<file path="src/rtl/wwd_pkg.sv">
package wwd_pkg;

    typedef enum logic [1:0] {
        RATE_FAST = 2'd0,
        RATE_GOOD = 2'd1,
        RATE_SLOW = 2'd2,
        RATE_DROP = 2'd3
    } rate_e;

    typedef enum logic {
        WD_FAULT = 1'b0,
        WD_OK    = 1'b1
    } wd_state_e;

    typedef struct packed {
        wd_state_e st;
        rate_e     stat;
    } wd_ctx_t;

    // Sort one measured interval against a window and the dropout limit.
    function automatic rate_e classify(input int unsigned period,
                                       input int unsigned lo,
                                       input int unsigned hi,
                                       input int unsigned drop);
        if (period >= drop)    return RATE_DROP;
        else if (period < lo)  return RATE_FAST;
        else if (period > hi)  return RATE_SLOW;
        else                   return RATE_GOOD;
    endfunction

endpackage

</file>
<file path="src/rtl/wwd_trig_sync.sv">
module wwd_trig_sync #(
    parameter int STAGES = 2
) (
    input  logic clk,
    input  logic rst,
    input  logic trig_i,
    output logic rise_o
);
    logic ff [STAGES];
    logic prev_q;

    genvar g;
    generate
        for (g = 0; g < STAGES; g++) begin : g_stage
            if (g == 0) begin : g_first
                always_ff @(posedge clk) begin
                    if (rst) ff[g] <= 1'b0;
                    else     ff[g] <= trig_i;
                end
            end else begin : g_next
                always_ff @(posedge clk) begin
                    if (rst) ff[g] <= 1'b0;
                    else     ff[g] <= ff[g-1];
                end
            end
        end
    endgenerate

    always_ff @(posedge clk) begin
        if (rst) prev_q <= 1'b0;
        else     prev_q <= ff[STAGES-1];
    end

    assign rise_o = ff[STAGES-1] & ~prev_q;

endmodule

</file>
<file path="src/rtl/wwd_period_meter.sv">
module wwd_period_meter #(
    parameter  int DROP_LIM = 250,
    localparam int CW       = $clog2(DROP_LIM + 1)
) (
    input  logic          clk,
    input  logic          rst,
    input  logic          rise_i,
    output logic [CW-1:0] period_o,
    output logic          drop_o
);
    localparam logic [CW-1:0] SAT  = CW'(DROP_LIM);
    localparam logic [CW-1:0] LAST = CW'(DROP_LIM - 1);

    logic [CW-1:0] cnt_q;

    // Starts saturated so the first edge after reset has no valid reference.
    always_ff @(posedge clk) begin
        if (rst)                cnt_q <= SAT;
        else if (rise_i)        cnt_q <= CW'(1);
        else if (cnt_q != SAT)  cnt_q <= cnt_q + 1'b1;
    end

    assign period_o = cnt_q;
    // One pulse as the counter is about to saturate without a new edge.
    assign drop_o   = (cnt_q == LAST) && !rise_i;

endmodule

</file>
<file path="src/rtl/wwd_qualifier.sv">
module wwd_qualifier
    import wwd_pkg::*;
#(
    parameter  int LO_OK    = 80,
    parameter  int HI_OK    = 169,
    parameter  int LO_FLT   = 79,
    parameter  int HI_FLT   = 170,
    parameter  int DROP_LIM = 250,
    parameter  int QUAL_RUN = 3,
    parameter  int CW       = 8,
    localparam int QW       = $clog2(QUAL_RUN + 1)
) (
    input  logic          clk,
    input  logic          rst,
    input  logic          rise_i,
    input  logic          drop_i,
    input  logic [CW-1:0] period_i,
    output wd_state_e     st_next_o,
    output rate_e         status_o
);
    localparam logic [QW-1:0] RUN_LAST = QW'(QUAL_RUN - 1);

    wd_ctx_t       ctx_q, ctx_d;
    logic [QW-1:0] run_q, run_d;
    rate_e         cls;

    always_comb begin
        if (ctx_q.st == WD_OK)
            cls = classify(32'(period_i), LO_OK, HI_OK, DROP_LIM);
        else
            cls = classify(32'(period_i), LO_FLT, HI_FLT, DROP_LIM);

        ctx_d = ctx_q;
        run_d = run_q;

        if (drop_i) begin
            ctx_d.st   = WD_FAULT;
            ctx_d.stat = RATE_DROP;
            run_d      = '0;
        end else if (rise_i) begin
            ctx_d.stat = cls;
            if (cls == RATE_DROP) begin
                ctx_d.st = WD_FAULT;
                run_d    = '0;
            end else if (ctx_q.st == WD_OK) begin
                if (cls == RATE_GOOD) begin
                    run_d = '0;
                end else if (run_q == RUN_LAST) begin
                    ctx_d.st = WD_FAULT;
                    run_d    = '0;
                end else begin
                    run_d = run_q + 1'b1;
                end
            end else begin
                if (cls != RATE_GOOD) begin
                    run_d = '0;
                end else if (run_q == RUN_LAST) begin
                    ctx_d.st = WD_OK;
                    run_d    = '0;
                end else begin
                    run_d = run_q + 1'b1;
                end
            end
        end
    end

    always_ff @(posedge clk) begin
        if (rst) begin
            ctx_q <= '{st: WD_FAULT, stat: RATE_DROP};
            run_q <= '0;
        end else begin
            ctx_q <= ctx_d;
            run_q <= run_d;
        end
    end

    assign st_next_o = ctx_d.st;
    assign status_o  = ctx_q.stat;

endmodule

</file>
<file path="src/rtl/trig_window_watchdog.sv">
module trig_window_watchdog
    import wwd_pkg::*;
#(
    parameter int LO_OK       = 80,
    parameter int HI_OK       = 169,
    parameter int LO_FLT      = 79,
    parameter int HI_FLT      = 170,
    parameter int DROP_LIM    = 250,
    parameter int QUAL_RUN    = 3,
    parameter int SYNC_STAGES = 2
) (
    input  logic       clk,
    input  logic       rst,
    input  logic       trig_i,
    input  logic       supply_fault_i,
    output logic       enable_o,
    output logic       relay_o,
    output logic [1:0] status_o
);
    localparam int CW = $clog2(DROP_LIM + 1);

    logic          rise_w;
    logic          drop_w;
    logic [CW-1:0] period_w;
    wd_state_e     st_next_w;
    rate_e         status_w;
    logic          en_q;

    wwd_trig_sync #(.STAGES(SYNC_STAGES)) u_sync (
        .clk    (clk),
        .rst    (rst),
        .trig_i (trig_i),
        .rise_o (rise_w)
    );

    wwd_period_meter #(.DROP_LIM(DROP_LIM)) u_meter (
        .clk      (clk),
        .rst      (rst),
        .rise_i   (rise_w),
        .period_o (period_w),
        .drop_o   (drop_w)
    );

    wwd_qualifier #(
        .LO_OK    (LO_OK),
        .HI_OK    (HI_OK),
        .LO_FLT   (LO_FLT),
        .HI_FLT   (HI_FLT),
        .DROP_LIM (DROP_LIM),
        .QUAL_RUN (QUAL_RUN),
        .CW       (CW)
    ) u_qual (
        .clk       (clk),
        .rst       (rst),
        .rise_i    (rise_w),
        .drop_i    (drop_w),
        .period_i  (period_w),
        .st_next_o (st_next_w),
        .status_o  (status_w)
    );

    // Output register follows the next watchdog state, gated by the supply.
    always_ff @(posedge clk) begin
        if (rst) en_q <= 1'b0;
        else     en_q <= (st_next_w == WD_OK) && !supply_fault_i;
    end

    assign enable_o = en_q;
    assign relay_o  = en_q;
    assign status_o = status_w;

endmodule

</file>
<file path="config.mk">
export PLATFORM = sky130hd
export DESIGN_NAME = trig_window_watchdog
export DESIGN_NICKNAME = d
export VERILOG_FILES = /design/src/rtl/wwd_pkg.sv /design/src/rtl/wwd_trig_sync.sv /design/src/rtl/wwd_period_meter.sv /design/src/rtl/wwd_qualifier.sv /design/src/rtl/trig_window_watchdog.sv
export SDC_FILE = /design/constraint.sdc
export NUM_CORES = 1
export LEC_CHECK = 0
export ABC_AREA = 1
export BUFFER_PORTS_ARGS = -buffer_cell sky130_fd_sc_hd__buf_2
export CAP_MARGIN = 5
export CORE_MARGIN = 3
export CORE_UTILIZATION = 35
export CTS_BUF_LIST = sky130_fd_sc_hd__clkbuf_8
export CTS_CLUSTER_SIZE = 28
export DETAILED_ROUTE_END_ITERATION = 8
export HOLD_SLACK_MARGIN = 0.06
export SYNTH_ARGS = -nofsm -noshare
export SYNTH_HDL_FRONTEND = slang
export SYNTH_HIERARCHICAL = 1
export SYNTH_SLANG_ARGS = --single-unit
</file>
<file path="constraint.sdc">
create_clock -name clk -period 3.4 [get_ports clk]
set_clock_uncertainty 0.15 [all_clocks]
set_input_delay 0.51 -clock clk [delete_from_list [all_inputs] [get_ports clk]]
set_output_delay 0.51 -clock clk [all_outputs]
set_load 0.005 [all_outputs]
</file>
; Word-level counts from Yosys, hierarchy flattened
; Memories as Yosys holds them, arrays and structs flattened.
; Index checks and enable logic that the tools add are counted.
[word_totals]
wordCells = 59
register_bits = 15
ramBits = 2
out_inout_bits = 4
input_bits = 4
mem_count = 1
[classes]
n_reduce_logical = 7
eq_ne = 6
n_lt_le_gt_ge = 5
addsub = 2
n_mux = 27
bitwise = 4
[mem_list]
columns = name, words, width, rd, rd_ports_with_merged_regs, wr, line_no
row1 = u_sync.ff, 2, 1, 2, 0, 2, wwd_trig_sync.sv:9  ; logic ff [STAGES];
[op_table]
columns = op, count
row1 = two-way mux 2 bit, 12
row2 = "> comparator 8 bit, second input constant", 2
row3 = "less-than comparator 8 x 7 -> 1 bit, second input constant", 2
row4 = two-way mux 8 bit, 2
row5 = two-way mux 1 bit, 11
row6 = "adder 8 x 1 -> 8 bit, second input constant", 1
row7 = "== test 8 bit, second input constant", 1
row8 = "greater-or-equal comparator 8 bit, second input constant", 1
row9 = "inequality test 8 bit, second input constant", 1
row10 = two-way mux 3 bit, 2
row11 = "== test 2 bit, second input constant", 2
row12 = OR reduction 2 bit, 2
row13 = "adder 2 x 1 -> 2 bit, second input constant", 1
row14 = "== test 2 x 1 -> 1 bit, second input constant", 1
row15 = logical AND 1 bit, 2
row16 = zero test 1 bit, 2
row17 = "inequality test 2 x 1 -> 1 bit, second input constant", 1
row18 = bitwise OR 1 bit, 2
row19 = nonzero test 2 bit, 1
row20 = bitwise AND 1 bit, 1
row21 = NOT 1 bit, 1

; Depth between registers and ports, before layout
[logic_depth]
depth_word = 12
ltp_mapped = 16
ltp_nobuf = 16

; Cells and area by module
; The synthesis kept the hierarchy.
[modules_own_cells]
columns = mod, instances, cells_per_inst, seq_area_each_um2, area_each_um2
row1 = wwd_period_meter, 1, 67, 160.2, 484.2
row2 = wwd_qualifier, 1, 70, 100.1, 399.1
row3 = wwd_trig_sync, 1, 10, 60.1, 86.3
row4 = trig_window_watchdog, 1, 5, 20.0, 41.3

; Least setup slack after synthesis
; No wires, ideal clock.
[synth_timing]
path_type = register to register
startpoint = register u_meter.cnt_q[3] (netlist: u_meter/period_o[3])
endpoint = register en_q (netlist: enable_o)
stages_incl_launch_ff = 15
arrival_time_ps = 1294
setup_time_ps = 109
t_required_ps = 3141
setup_slack_ps = 1847
period_less_slack_ps = 1553
path_buffers = 0
cell_sequence = dfxtp_1 > o21a_1 > nand2_1 > nand2_2 > nor2_2 > nor2_2 > nand2_1 > nand2_1 > nand2_1 > nand2_1 > nand2_1 > nand2_2 > inv_1 > nand2_1 > nor2_2
[synth_between]
elab_chain_len = 12
[synth_lines]
columns = item, line_no
row1 = start: declaration, wwd_period_meter.sv:14  ; logic [CW-1:0] cnt_q;
row2 = start signal: assignment, wwd_period_meter.sv:20  ; else if (cnt_q != SAT) cnt_q <= cnt_q + 1'b1;
row3 = > comparator 8 bit, wwd_pkg.sv:27  ; else if (period > hi) return RATE_SLOW;
row4 = two-way mux 2 bit, wwd_pkg.sv:27
row5 = two-way mux 2 bit, wwd_pkg.sv:26  ; else if (period < lo) return RATE_FAST;
row6 = two-way mux 2 bit, wwd_pkg.sv:25  ; if (period >= drop) return RATE_DROP;
row7 = two-way mux 2 bit, wwd_qualifier.sv:28  ; if (ctx_q.st == WD_OK)
row8 = inequality test 2 x 1 -> 1 bit or == test 2 x 1 -> 1 bit (tied branches), "wwd_qualifier.sv:55, wwd_qualifier.sv:46"
row9 = "two-way mux 1 bit, on equally long branches", "wwd_qualifier.sv:55, wwd_qualifier.sv:46"
row10 = two-way mux 1 bit, wwd_qualifier.sv:45  ; end else if (ctx_q.st == WD_OK) begin
row11 = two-way mux 1 bit, wwd_qualifier.sv:42  ; if (cls == RATE_DROP) begin
row12 = two-way mux 3 bit, wwd_qualifier.sv:40  ; end else if (rise_i) begin
row13 = two-way mux 3 bit (*), wwd_qualifier.sv:36  ; if (drop_i) begin
row14 = named net st_next_w, trig_window_watchdog.sv:25  ; wd_state_e st_next_w;
row15 = logical AND 1 bit (*), trig_window_watchdog.sv:65  ; else en_q <= (st_next_w == WD_OK) && !supply_fault_i;
row16 = end signal: assignment, trig_window_watchdog.sv:65
row17 = end: declaration, trig_window_watchdog.sv:27  ; logic en_q;
; The timed path passes the listed nets; every way through them passes the cells marked *.
; A chain may end at the register's enable or synchronous reset.

; Final worst setup path
[layout_timing]
startpoint = register u_meter.cnt_q[7] (netlist: u_meter/period_o[7])
endpoint = register en_q (netlist: enable_o)
; The elaborated chain is that of the path after synthesis.

==> run_results.csv <==
group,metric,value,unit
setup_path,reg2reg_setup_slack,1640,ps
floorplan,io_pins,8,
setup_path,crit_fanout,7,
timing,max_slew_margin,70.5,%
clock_network,cts_buffers,3,
placed_design,io_buffers,7,
timing,fin_crit_sh,51.6,%
logic_synthesis,synth_warnings,6,
route,drt-initial-drc-count,46,
timing,drv_slew,0,
global_routing,globalRoute.totalOverflow,0,
floorplan,core,0.00261,mm²
clock_network,cts_tree,"done",
final_layout,areaGrowthSynthToFinish,9.53,%
power,p_int,0.339,mW
timing,final-setup-viol-count,0,
power,power_switching_share,31.8,%
setup_path,cp.required,3390,ps
floorplan,die_area,0.00357,mm²
logic_synthesis,syn_area,0.00101,mm²
route,num_vias,918,
placed_design,hpwl,1570,µm
global_routing,grt_first_pass_wirelength,3330,µm
setup_path,crit_path_end,"enable_o$_SDFF_PP0_",
floorplan,die_h,59.7,µm
power,ir_worst_vdd,0.345,mV
logic_synthesis,ys_seq_area_share,33.7,%
final_layout,diodes,0,
setup_path,cp-start-kind,"flip-flop",
global_routing,grt_usage,11.8,%
clock_network,clk-insertion-delay-late,250,ps
logic_synthesis,synth_nets,159,
power,leakagePower,0.557,nW
power,switching_power,0.158,mW
floorplan,fp.dieW,59.7,µm
floorplan,rows,18,
timing,finalHoldViolations,0,
placed_design,placed_cell_area,0.00106,mm²
clock_network,max-clock-path-buffers,2,
placed_design,place.gp.congestion,0.822,
setup_path,crit_start,"u_meter/period_o[7]$_SDFFE_PP1P_",
timing,period_minus_slack,1760,ps
timing,rsz0062_at_grt,"false",
logic_synthesis,async_reset_ff_share,0,%
logic_synthesis,synth_edf_count,0,
logic_synthesis,ys_ff_latch,17,
setup_path,path_common_cell,"nand2_1",
global_routing,grt_pass1_vias,849,
clock_network,post_cts_buffers,0,
setup_path,path_cells,"nand2_2, nor2_2, nand2_1, nand2_2, nor2_2, nor2_2, nand2_1, nand2_1, nand2_1, nand2_1, nand2_1, nand2_2, inv_1, nand2_1, nor2_2",
timing,setup_tns,0,ps
clock_network,clkSinkCount,17,
logic_synthesis,postSynthCellCount,152,
logic_synthesis,ys_types,21,
run_status,outcome,"finished clean",
placed_design,place_ws,1640,ps
run,maxCapViolations,0,
global_routing,grt_start_max_net_pins,11,
global_routing,antenna_found_initial,0,
final_layout,final_cell_area,0.00111,mm²
final_layout,drive_gt1_share,19.4,%
timing,timing.final.ws_setup,1640,ps
final_layout,layout_commonest_cell,"nand2_1",
setup_path,crit_slowest_cell,"dfxtp_1",
timing,fmax,570,MHz
setup_path,cp.arrival,1750,ps
power,power_frac_seq,47.9,%
route,post_drt_wl_per_cell,10.1,µm
route,drtAntennaViolNets,0,
route,dr.pass1.iters,4,
power,power_density,448,mW/mm²
final_layout,nets,168,
setup_path,slowest_delay,450,ps
final_layout,final_util,42.4,%
clock_network,htree_levels,1,
setup_path,critPathKind,"flip-flop to flip-flop",
setup_path,r2r-end,"enable_o$_SDFF_PP0_",
floorplan,start_util,38.7,%
setup_path,cp-end-kind,"flip-flop",
worst_hold_path,min_path_type,"flip-flop to flip-flop",
route,totalWireLength,1920,µm
power,clockPowerShare,29.7,%
logic_synthesis,synth.avg_cell_area,6.65,µm²
setup_path,r2r-start,"u_meter/period_o[7]$_SDFFE_PP1P_",
clock_network,cts_hold_buf,0,
final_layout,final_cell_mix,"40 x nand2_1, 25 x inv_1, 17 x dfxtp_1",
power,p_comb_share,22.4,%
clock_network,clk_pin_slew,70,ps
clock_network,cts_resized,0,
setup_path,r2r_cells,15,
logic_synthesis,ys.flop_type,"dfxtp_1",
route,drc_errors,0,
timing,tightest_slew,441,ps
clock_network,cts-root-buf,"clkbuf_8",
route,viasPerCell,4.83,
[registers in the layout, indices dropped and copies added, names as in the netlist]
signal            flops
u_meter/period_o      8
u_sync/ff             2
u_sync/prev_q         1
u_qual/ctx_q          1
u_qual/run_q          2
enable_o              1
u_qual/status_o       2
[Yosys cell counts (2+ instances only)]
library cell / instances / area share (%)
a21oi_1: 6 / 3.0
buf_4: 3 / 2.2
dfxtp_1: 17 / 34
ha_1: 3 / 3.7
inv_1: 25 / 9.3
inv_2: 2 / 0.74
nand2_1: 40 / 15
nand2_2: 7 / 4.3
nand3_1: 11 / 5.4
nand4_1: 4 / 2.5
nor2_1: 13 / 4.8
nor2_2: 5 / 3.1
nor2_4: 2 / 2.2
nor3_1: 2 / 0.99
o21ai_0: 4 / 2.0
o21bai_2: 3 / 3.3
[metal layers]
| layer | global-route usage [%] | part of all wire [%] | vias to the layer above |
|---|---|---|---|
| met1 | 14.0 | 46 | 418 |
| met5 | 0 | 0 | - |
| met3 | 2.38 | 3.3 | 2 |
| met2 | 20.5 | 50 | 13 |
| met4 | 5.06 | 0.73 | 0 |
| li1 | - | - | 485 |
[critical path, delay by kind of cell (launching register included)]
kind,cells,cell delay (ps)
flip-flops,1,450
buffers and inverters,1,40
AND/OR/NAND/NOR,14,1010
[cells by family after synthesis]
logic type	share of synthesized area [%]
AND/OR/NAND/NOR	40.6
buffers and inverters	12.3
adder cells (fa/ha/maj)	3.71
AO/OA/AOI/OAI	9.78
flip-flops	33.7
[worst min-delay path by stage]
| stage | startpoint | cells after the start | slack [ps] | endpoint |
|---|---|---|---|---|
| 5_1_grt | u_sync/ff[0]$_SDFF_PP0_ | 2 | 280 | u_sync/ff[1]$_SDFF_PP0_ |
| 2_1_floorplan | u_sync/ff[0]$_SDFF_PP0_ | 2 | 240 | u_sync/ff[1]$_SDFF_PP0_ |
| 6_report | u_sync/ff[0]$_SDFF_PP0_ | 2 | 260 | u_sync/ff[1]$_SDFF_PP0_ |
| 3_3_place_gp | u_sync/ff[0]$_SDFF_PP0_ | 2 | 250 | u_sync/ff[1]$_SDFF_PP0_ |
| 3_5_place_dp | u_sync/ff[0]$_SDFF_PP0_ | 2 | 250 | u_sync/ff[1]$_SDFF_PP0_ |
| 4_1_cts | u_sync/ff[0]$_SDFF_PP0_ | 2 | 260 | u_sync/ff[1]$_SDFF_PP0_ |
[power groups by stage]
stage	sequential, mW	combinational (mW)	clock [mW]
2_1_floorplan	0.236	0.0922	0
3_3_place_gp	0.242	0.108	0
3_5_place_dp	0.242	0.111	0
4_1_cts	0.237	0.112	0.152
5_1_grt	0.240	0.129	0.160
6_report	0.238	0.111	0.147
[metrics by stage]
step	hold slack, ps	std cells	power (mW)
CTS	262	190	0.501
finish	258	190	0.496
floorplan	238	152	0.328
detailed placement	251	186	0.353
global placement	250	186	0.350
global route	284	190	0.529
[area by class of cell]
class,count,area [µm²]
Fill cell,273,1510
Timing Repair Buffer,7,35.0
Clock inverter,1,5.00
Sequential cell,17,340
Multi-Input combinational cell,105,547
Clock buffer,3,41.3
Inverter,27,101
Tap cell,30,37.5
(Power assumes the default switching activity.)
